## src/rtl/tmode_pkg.sv

```systemverilog
package tmode_pkg;

  typedef enum logic [1:0] {
    TM_NORMAL  = 2'd0,
    TM_DEBUG   = 2'd1,
    TM_HIZ     = 2'd2,
    TM_CLKTEST = 2'd3
  } tmode_e;

  // port A bits read as PLL controls in clock test mode
  localparam int PA_TSEL_BIT = 5;
  localparam int PA_OSC_BIT  = 4;
  localparam int PA_PLL_BIT  = 3;
  localparam int PA_BYP_BIT  = 0;

  // column bits carrying clock observation in clock test mode
  localparam int COL_RTC_BIT  = 0;
  localparam int COL_SEC_BIT  = 1;
  localparam int COL_PDIV_BIT = 2;
  localparam int COL_SDIV_BIT = 4;
  localparam int COL_PTST_BIT = 6;

  // port E bits carrying observed CPU signals
  localparam int PE_CLK_BIT = 0;
  localparam int PE_FIQ_BIT = 1;
  localparam int PE_IRQ_BIT = 2;

  // mode choice from the two strap pins and the held reset level
  function automatic tmode_e tmode_pick(input logic t0_n, input logic t1_n,
                                        input logic strap);
    tmode_e m;
    unique case ({t0_n, t1_n})
      2'b11:   m = TM_NORMAL;
      2'b00:   m = strap ? TM_DEBUG : TM_HIZ;
      default: m = TM_CLKTEST;
    endcase
    return m;
  endfunction

  function automatic logic [31:0] bit_at(input int pos);
    return 32'd1 << pos;
  endfunction

endpackage

```

## src/rtl/tmode_strap_latch.sv

```systemverilog
module tmode_strap_latch (
  input  logic clk,
  input  logic por_n,
  input  logic rst_lvl,
  output logic strap_q
);
  // tracks the pin during power-on reset, frozen afterwards
  always_ff @(posedge clk) begin
    if (!por_n) strap_q <= rst_lvl;
  end
endmodule

```

## src/rtl/tmode_decode.sv

```systemverilog
module tmode_decode
  import tmode_pkg::*;
(
  input  logic por_n,
  input  logic test0_n,
  input  logic test1_n,
  input  logic strap_q,
  output logic dbg_en,
  output logic hiz_kill,
  output logic clk_test
);
  tmode_e mode;

  always_comb mode = tmode_pick(test0_n, test1_n, strap_q);

  // no clock on any of these paths
  assign dbg_en   = por_n & (mode == TM_DEBUG);
  assign hiz_kill = (mode == TM_HIZ);
  assign clk_test = (mode == TM_CLKTEST);
endmodule

```

## src/rtl/tmode_port_mux.sv

```systemverilog
module tmode_port_mux #(
  parameter int W = 8,
  parameter logic [W-1:0] MASK = '0
) (
  input  logic [W-1:0] func_do,
  input  logic [W-1:0] func_oe,
  input  logic [W-1:0] ovr_do,
  input  logic [W-1:0] ovr_oe,
  input  logic         ovr_en,
  input  logic         hiz,
  output logic [W-1:0] pad_do,
  output logic [W-1:0] pad_oe
);
  logic [W-1:0] take;
  logic [W-1:0] sel_oe;

  assign take   = {W{ovr_en}} & MASK;
  assign pad_do = (ovr_do & take) | (func_do & ~take);
  assign sel_oe = (ovr_oe & take) | (func_oe & ~take);
  assign pad_oe = hiz ? '0 : sel_oe;
endmodule

```

## src/rtl/tmode_pinmux_top.sv

```systemverilog
module tmode_pinmux_top
  import tmode_pkg::*;
#(
  parameter int PA_W  = 8,
  parameter int COL_W = 8,
  parameter int PE_W  = 4
) (
  input  logic             clk,
  input  logic             por_n,
  input  logic             test0_n,
  input  logic             test1_n,
  input  logic             rst_lvl,
  input  logic             obs_ctl,
  input  logic             cpu_wclk,
  input  logic             fiq_req_n,
  input  logic             irq_req_n,
  input  logic             rtc_osc_clk,
  input  logic             sec_tick,
  input  logic             pll_div_clk,
  input  logic             slow_div_clk,
  input  logic             pll_test_clk,
  input  logic [PA_W-1:0]  pa_func_do,
  input  logic [PA_W-1:0]  pa_func_oe,
  input  logic [PA_W-1:0]  pa_di,
  input  logic [COL_W-1:0] col_func_do,
  input  logic [COL_W-1:0] col_func_oe,
  input  logic [PE_W-1:0]  pe_func_do,
  input  logic [PE_W-1:0]  pe_func_oe,
  output logic [PA_W-1:0]  pa_do,
  output logic [PA_W-1:0]  pa_oe,
  output logic [COL_W-1:0] col_do,
  output logic [COL_W-1:0] col_oe,
  output logic [PE_W-1:0]  pe_do,
  output logic [PE_W-1:0]  pe_oe,
  output logic             dbg_en,
  output logic             hiz_active,
  output logic             clk_test_active,
  output logic             obs_active,
  output logic             pll_tsel,
  output logic             osc_en,
  output logic             pll_en,
  output logic             pll_bypass
);
  localparam logic [31:0] PA_M32  = bit_at(PA_TSEL_BIT) | bit_at(PA_OSC_BIT)
                                  | bit_at(PA_PLL_BIT)  | bit_at(PA_BYP_BIT);
  localparam logic [31:0] COL_M32 = bit_at(COL_RTC_BIT) | bit_at(COL_SEC_BIT)
                                  | bit_at(COL_PDIV_BIT) | bit_at(COL_SDIV_BIT)
                                  | bit_at(COL_PTST_BIT);
  localparam logic [31:0] PE_M32  = bit_at(PE_CLK_BIT) | bit_at(PE_FIQ_BIT)
                                  | bit_at(PE_IRQ_BIT);
  localparam logic [PA_W-1:0]  PA_MASK  = PA_M32[PA_W-1:0];
  localparam logic [COL_W-1:0] COL_MASK = COL_M32[COL_W-1:0];
  localparam logic [PE_W-1:0]  PE_MASK  = PE_M32[PE_W-1:0];

  logic strap_q;
  logic hiz_kill;
  logic clk_test;
  logic [COL_W-1:0] col_ovr_do;
  logic [PE_W-1:0]  pe_ovr_do;
  logic unused_pa_in;

  tmode_strap_latch u_strap (
    .clk     (clk),
    .por_n   (por_n),
    .rst_lvl (rst_lvl),
    .strap_q (strap_q)
  );

  tmode_decode u_dec (
    .por_n    (por_n),
    .test0_n  (test0_n),
    .test1_n  (test1_n),
    .strap_q  (strap_q),
    .dbg_en   (dbg_en),
    .hiz_kill (hiz_kill),
    .clk_test (clk_test)
  );

  assign hiz_active      = hiz_kill;
  assign clk_test_active = clk_test;
  assign obs_active      = obs_ctl;

  // PLL controls come from port A pads only in clock test mode
  assign pll_tsel   = clk_test ? pa_di[PA_TSEL_BIT] : 1'b0;
  assign osc_en     = clk_test ? pa_di[PA_OSC_BIT]  : 1'b1;
  assign pll_en     = clk_test ? pa_di[PA_PLL_BIT]  : 1'b1;
  assign pll_bypass = clk_test ? pa_di[PA_BYP_BIT]  : 1'b0;
  assign unused_pa_in = ^(pa_di & ~PA_MASK);

  // per-bit overlay sources
  for (genvar i = 0; i < COL_W; i++) begin : g_col
    if (i == COL_RTC_BIT)       begin : g_s assign col_ovr_do[i] = rtc_osc_clk;  end
    else if (i == COL_SEC_BIT)  begin : g_s assign col_ovr_do[i] = sec_tick;     end
    else if (i == COL_PDIV_BIT) begin : g_s assign col_ovr_do[i] = pll_div_clk;  end
    else if (i == COL_SDIV_BIT) begin : g_s assign col_ovr_do[i] = slow_div_clk; end
    else if (i == COL_PTST_BIT) begin : g_s assign col_ovr_do[i] = pll_test_clk; end
    else                        begin : g_s assign col_ovr_do[i] = 1'b0;         end
  end

  for (genvar i = 0; i < PE_W; i++) begin : g_pe
    if (i == PE_CLK_BIT)      begin : g_s assign pe_ovr_do[i] = cpu_wclk;  end
    else if (i == PE_FIQ_BIT) begin : g_s assign pe_ovr_do[i] = fiq_req_n; end
    else if (i == PE_IRQ_BIT) begin : g_s assign pe_ovr_do[i] = irq_req_n; end
    else                      begin : g_s assign pe_ovr_do[i] = 1'b0;      end
  end

  // port A: test bits turn into inputs, data untouched
  tmode_port_mux #(.W(PA_W), .MASK(PA_MASK)) u_pa (
    .func_do (pa_func_do),
    .func_oe (pa_func_oe),
    .ovr_do  (pa_func_do),
    .ovr_oe  ('0),
    .ovr_en  (clk_test),
    .hiz     (hiz_kill),
    .pad_do  (pa_do),
    .pad_oe  (pa_oe)
  );

  tmode_port_mux #(.W(COL_W), .MASK(COL_MASK)) u_col (
    .func_do (col_func_do),
    .func_oe (col_func_oe),
    .ovr_do  (col_ovr_do),
    .ovr_oe  ('1),
    .ovr_en  (clk_test),
    .hiz     (hiz_kill),
    .pad_do  (col_do),
    .pad_oe  (col_oe)
  );

  tmode_port_mux #(.W(PE_W), .MASK(PE_MASK)) u_pe (
    .func_do (pe_func_do),
    .func_oe (pe_func_oe),
    .ovr_do  (pe_ovr_do),
    .ovr_oe  ('1),
    .ovr_en  (obs_ctl),
    .hiz     (hiz_kill),
    .pad_do  (pe_do),
    .pad_oe  (pe_oe)
  );


  strap_hold_chk: assert property (@(posedge clk) disable iff (!por_n)
    $past(por_n) |-> $stable(strap_q));


  hiz_all_off_chk: assert property (@(posedge clk) disable iff (!por_n)
    hiz_active |-> (pa_oe == '0 && col_oe == '0 && pe_oe == '0));


  dbg_from_straps_chk: assert property (@(posedge clk) disable iff (!por_n)
    dbg_en |-> (!test0_n && !test1_n && strap_q));


  mode_exclusive_chk: assert property (@(posedge clk) disable iff (!por_n)
    $onehot0({dbg_en, hiz_active, clk_test_active}));


  obs_drive_chk: assert property (@(posedge clk) disable iff (!por_n)
    (obs_active && !hiz_active) |-> (pe_oe[PE_IRQ_BIT:PE_CLK_BIT] == 3'b111));


  dbg_off_in_por_chk: assert property (@(posedge clk) !por_n |-> !dbg_en);
endmodule

```

## config.mk

```make
export PLATFORM = sky130hd
export DESIGN_NAME = tmode_pinmux_top
export DESIGN_NICKNAME = d
export VERILOG_FILES = /design/src/rtl/tmode_pkg.sv /design/src/rtl/tmode_strap_latch.sv /design/src/rtl/tmode_decode.sv /design/src/rtl/tmode_port_mux.sv /design/src/rtl/tmode_pinmux_top.sv
export SDC_FILE = /design/constraint.sdc
export NUM_CORES = 1
export LEC_CHECK = 0
export BUFFER_PORTS_ARGS = -buffer_cell sky130_fd_sc_hd__buf_4
export CAP_MARGIN = 25
export CORE_ASPECT_RATIO = 1.2
export CORE_MARGIN = 1.5
export CORE_UTILIZATION = 24
export DETAILED_ROUTE_END_ITERATION = 16
export GPL_TIMING_DRIVEN = 0
export PLACE_DENSITY = 0.83
export SLEW_MARGIN = 0
export SYNTH_ARGS = -nofsm -noshare
export SYNTH_HDL_FRONTEND = slang
export SYNTH_SLANG_ARGS = --single-unit
```

## constraint.sdc

```tcl
create_clock -name clk -period 2.55 [get_ports clk]
set_input_delay 0.1275 -clock clk [delete_from_list [all_inputs] [get_ports clk]]
set_output_delay 0.1275 -clock clk [all_outputs]
set_load 0.02 [all_outputs]
```

==> summary.txt <==
Worst setup path
  – Critical Path Max Stage Delay: 0.34 ns
  – CP Launch Type: input pin
  – Setup crit start: test0_n
  – Crit end category: output port
  – Critical Path RT: 2.42 ns
  – CP arrival: 1.18 ns
  – Worst path most repeated cell: buf_4
  – Slowest stage cell, crit path: mux2_2
  – Cell breakdown of the critical path: buf_4, inv_1, ha_1, buf_6, mux2_2, buf_4
  – Worst Setup Path Type: input pin to output port
  – Crit-path max FO: 9

Timing
  – Tcrit/Tclk final: 51.2%
  – Worst-Margin Slew: 0.124 ns
  – Final TNS setup: 0 ns
  – Tmin final: 1.31 ns
  – Slew Limit Fails: 0
  – Max Clock Freq: 765 MHz
  – Max transition margin: 91.7%
  – Final setup violation count: 0
  – Final-report hold violation count: 0
  – Setup ws final: 1.24 ns
  – RSZ-0062 raised after global routing: false

Die
  – Width of the die: 43.7 um
  – Die area: 0.00226 mm^2
  – Initial Util: 25.8%
  – Row cnt: 17
  – I/O Pins: 110
  – CORE AREA: 0.00185 mm^2
  – Die Ht: 51.8 um

Global route
  – Initial antenna violation count: 0
  – GRT Overall Usage: 14.3%
  – Vias in the first global route: 626
  – Grt total ovfl: 0
  – First-pass GRT wire length: 2640 um
  – Largest net degree at the start of global routing: 11

Yosys
  – Syn_area_per_cell: 7.45 um^2
  – Post-synthesis cell type with the largest combined area: mux2_2
  – #FFs+latches synth: 1
  – Syn Std Cell Area: 477 um^2
  – Synth top area share: 18.9%
  – Netlist cell types: 14
  – Synthesized instance count: 64
  – Syn Nets: 127
  – Top cells by area, synth: mux2_2 (19%), buf_4 (14%), nor2_1 (13%), nor2b_1 (10%), nor3b_2 (10%)
  – Register area share after synthesis: 6.30%
  – Synthesis Warnings: 0

Final layout
  – Area Growth Syn to Fin: 151%
  – # nets final: 222
  – Layout cell share with drive strength beyond 1: 75.8%
  – Max reg flops: 1
  – Largest reg by FF count: u_strap.strap_q
  – Biggest regs: u_strap.strap_q: 1 flops
  – Antenna Cells: 0

Place
  – Dpl ws: 1.24 ns
  – Placer Congestion: 0.720
  – IO Port Bufs: 93
  – DPL Wire Length: 1730 um

Routing
  – Via density: 4.35
  – Met1 Wirelength: 560 um
  – DRC: 0
  – Drt first pass iters: 2
  – Top Metal Used: met3
  – Met3 wire len: 335 um
  – Iteration-0 DRC Markers: 6
  – Antenna Nets Post-Route: 0
  – Met2 WL: 1010 um
  – Total Wirelength: 1910 um
  – Via Count: 766
  – DR WL/cell: 10.8 um

Power and ir drop
  – Pwr/cell area: 262 mW/mm^2
  – Leakage: 0.671 nW
  – Max IR drop VDD: 0.000149 V
  – Total Power: 0.314 mW

Worst hold path
  – Hold Path Origin: rst_lvl
  – Hold/Removal Path Class: input pin to flop

Clock tree
  – Reg clk slew, reported paths: 0 ns
  – PostCTS Resize Cnt: 0
  – Setup Fix Bufs, Post-CTS: 0
  – Hold_buf cts: 0

Flow run
  – MaxCap Viol Count: 0

Status
  – Status: completed
synth_stat cells:
cell type   n
nor2_1     16
buf_4       9
mux2_2      8
nor2b_1     8
buf_6       4
clkbuf_1    4
nor3b_2     4
inv_1       3
and2_1      2
nand2b_1    2
and3_1      1
edfxtp_1    1
ha_1        1
nor2b_4     1
worst max-delay path, delay by kind of cell:
| kind | cells | cell delay (ns) |
|---|---|---|
| adder cells (fa/ha/maj) | 1 | 0.30 |
| buffers and inverters | 4 | 0.41 |
| multiplexers | 1 | 0.34 |
layer usage:
metal  vias to the layer above  track usage, %
met4                         0               0
met3                         0            4.86
met5                         -               0
met2                        63            28.4
met1                       329            14.9
li1                        374               -
path summary, 6_finish.rpt:
kind | to | depth (start not counted)
worst min-delay path | u_strap.strap_q | 1
worst max-delay path | col_do[2] | 6
cell usage in the layout, fill, tap and decap left out:
cell,count
buf_4,102
nor2_1,16
nor2b_1,8
mux2_2,8
buf_6,4
nor3b_2,4
clkbuf_1,4
inv_1,3
nand2b_1,2
and2_1,2
nor2b_4,1
and3_1,1
ha_1,1
edfxtp_1,1
cell families (layout without fill, tap and decap cells):
kind of cell / count (synthesis) / in the layout / synth area share (%)
buffers and inverters: 20 / 113 / 29.1
adder cells (fa/ha/maj): 1 / 1 / 2.62
multiplexers: 8 / 8 / 18.9
flip-flops: 1 / 1 / 6.30
AND/OR/NAND/NOR: 34 / 34 / 43.0
final cells by class:
cell class	count	area, um^2
plain buffers	17	128
fillers	176	652
inverters	3	11.3
multi-input cells	43	308
flip-flops and latches	1	30.0
well taps	19	23.8
repair buffers	93	698
power by group:
part | total, mW | leakage [nW] | internal, mW | switching, mW
Sequential | 0.0211 | 0.00979 | 0.0200 | 0.00116
Clock | 0 | 0 | 0 | 0
Combinational | 0.293 | 0.661 | 0.158 | 0.135
through the flow:
stage | area, um^2 | cells | hold slack (ns) | util [%]
after floorplan | 477 | 64 | 0.226 | -
after global placement | 1200 | 176 | 0.307 | 64.8
after detailed placement | 1200 | 176 | 0.316 | 64.8
after CTS | 1200 | 176 | 0.316 | 64.8
after global routing | 1200 | 176 | 0.318 | 64.8
final | 1200 | 176 | 0.318 | 64.8
(Power assumes the default switching activity.)
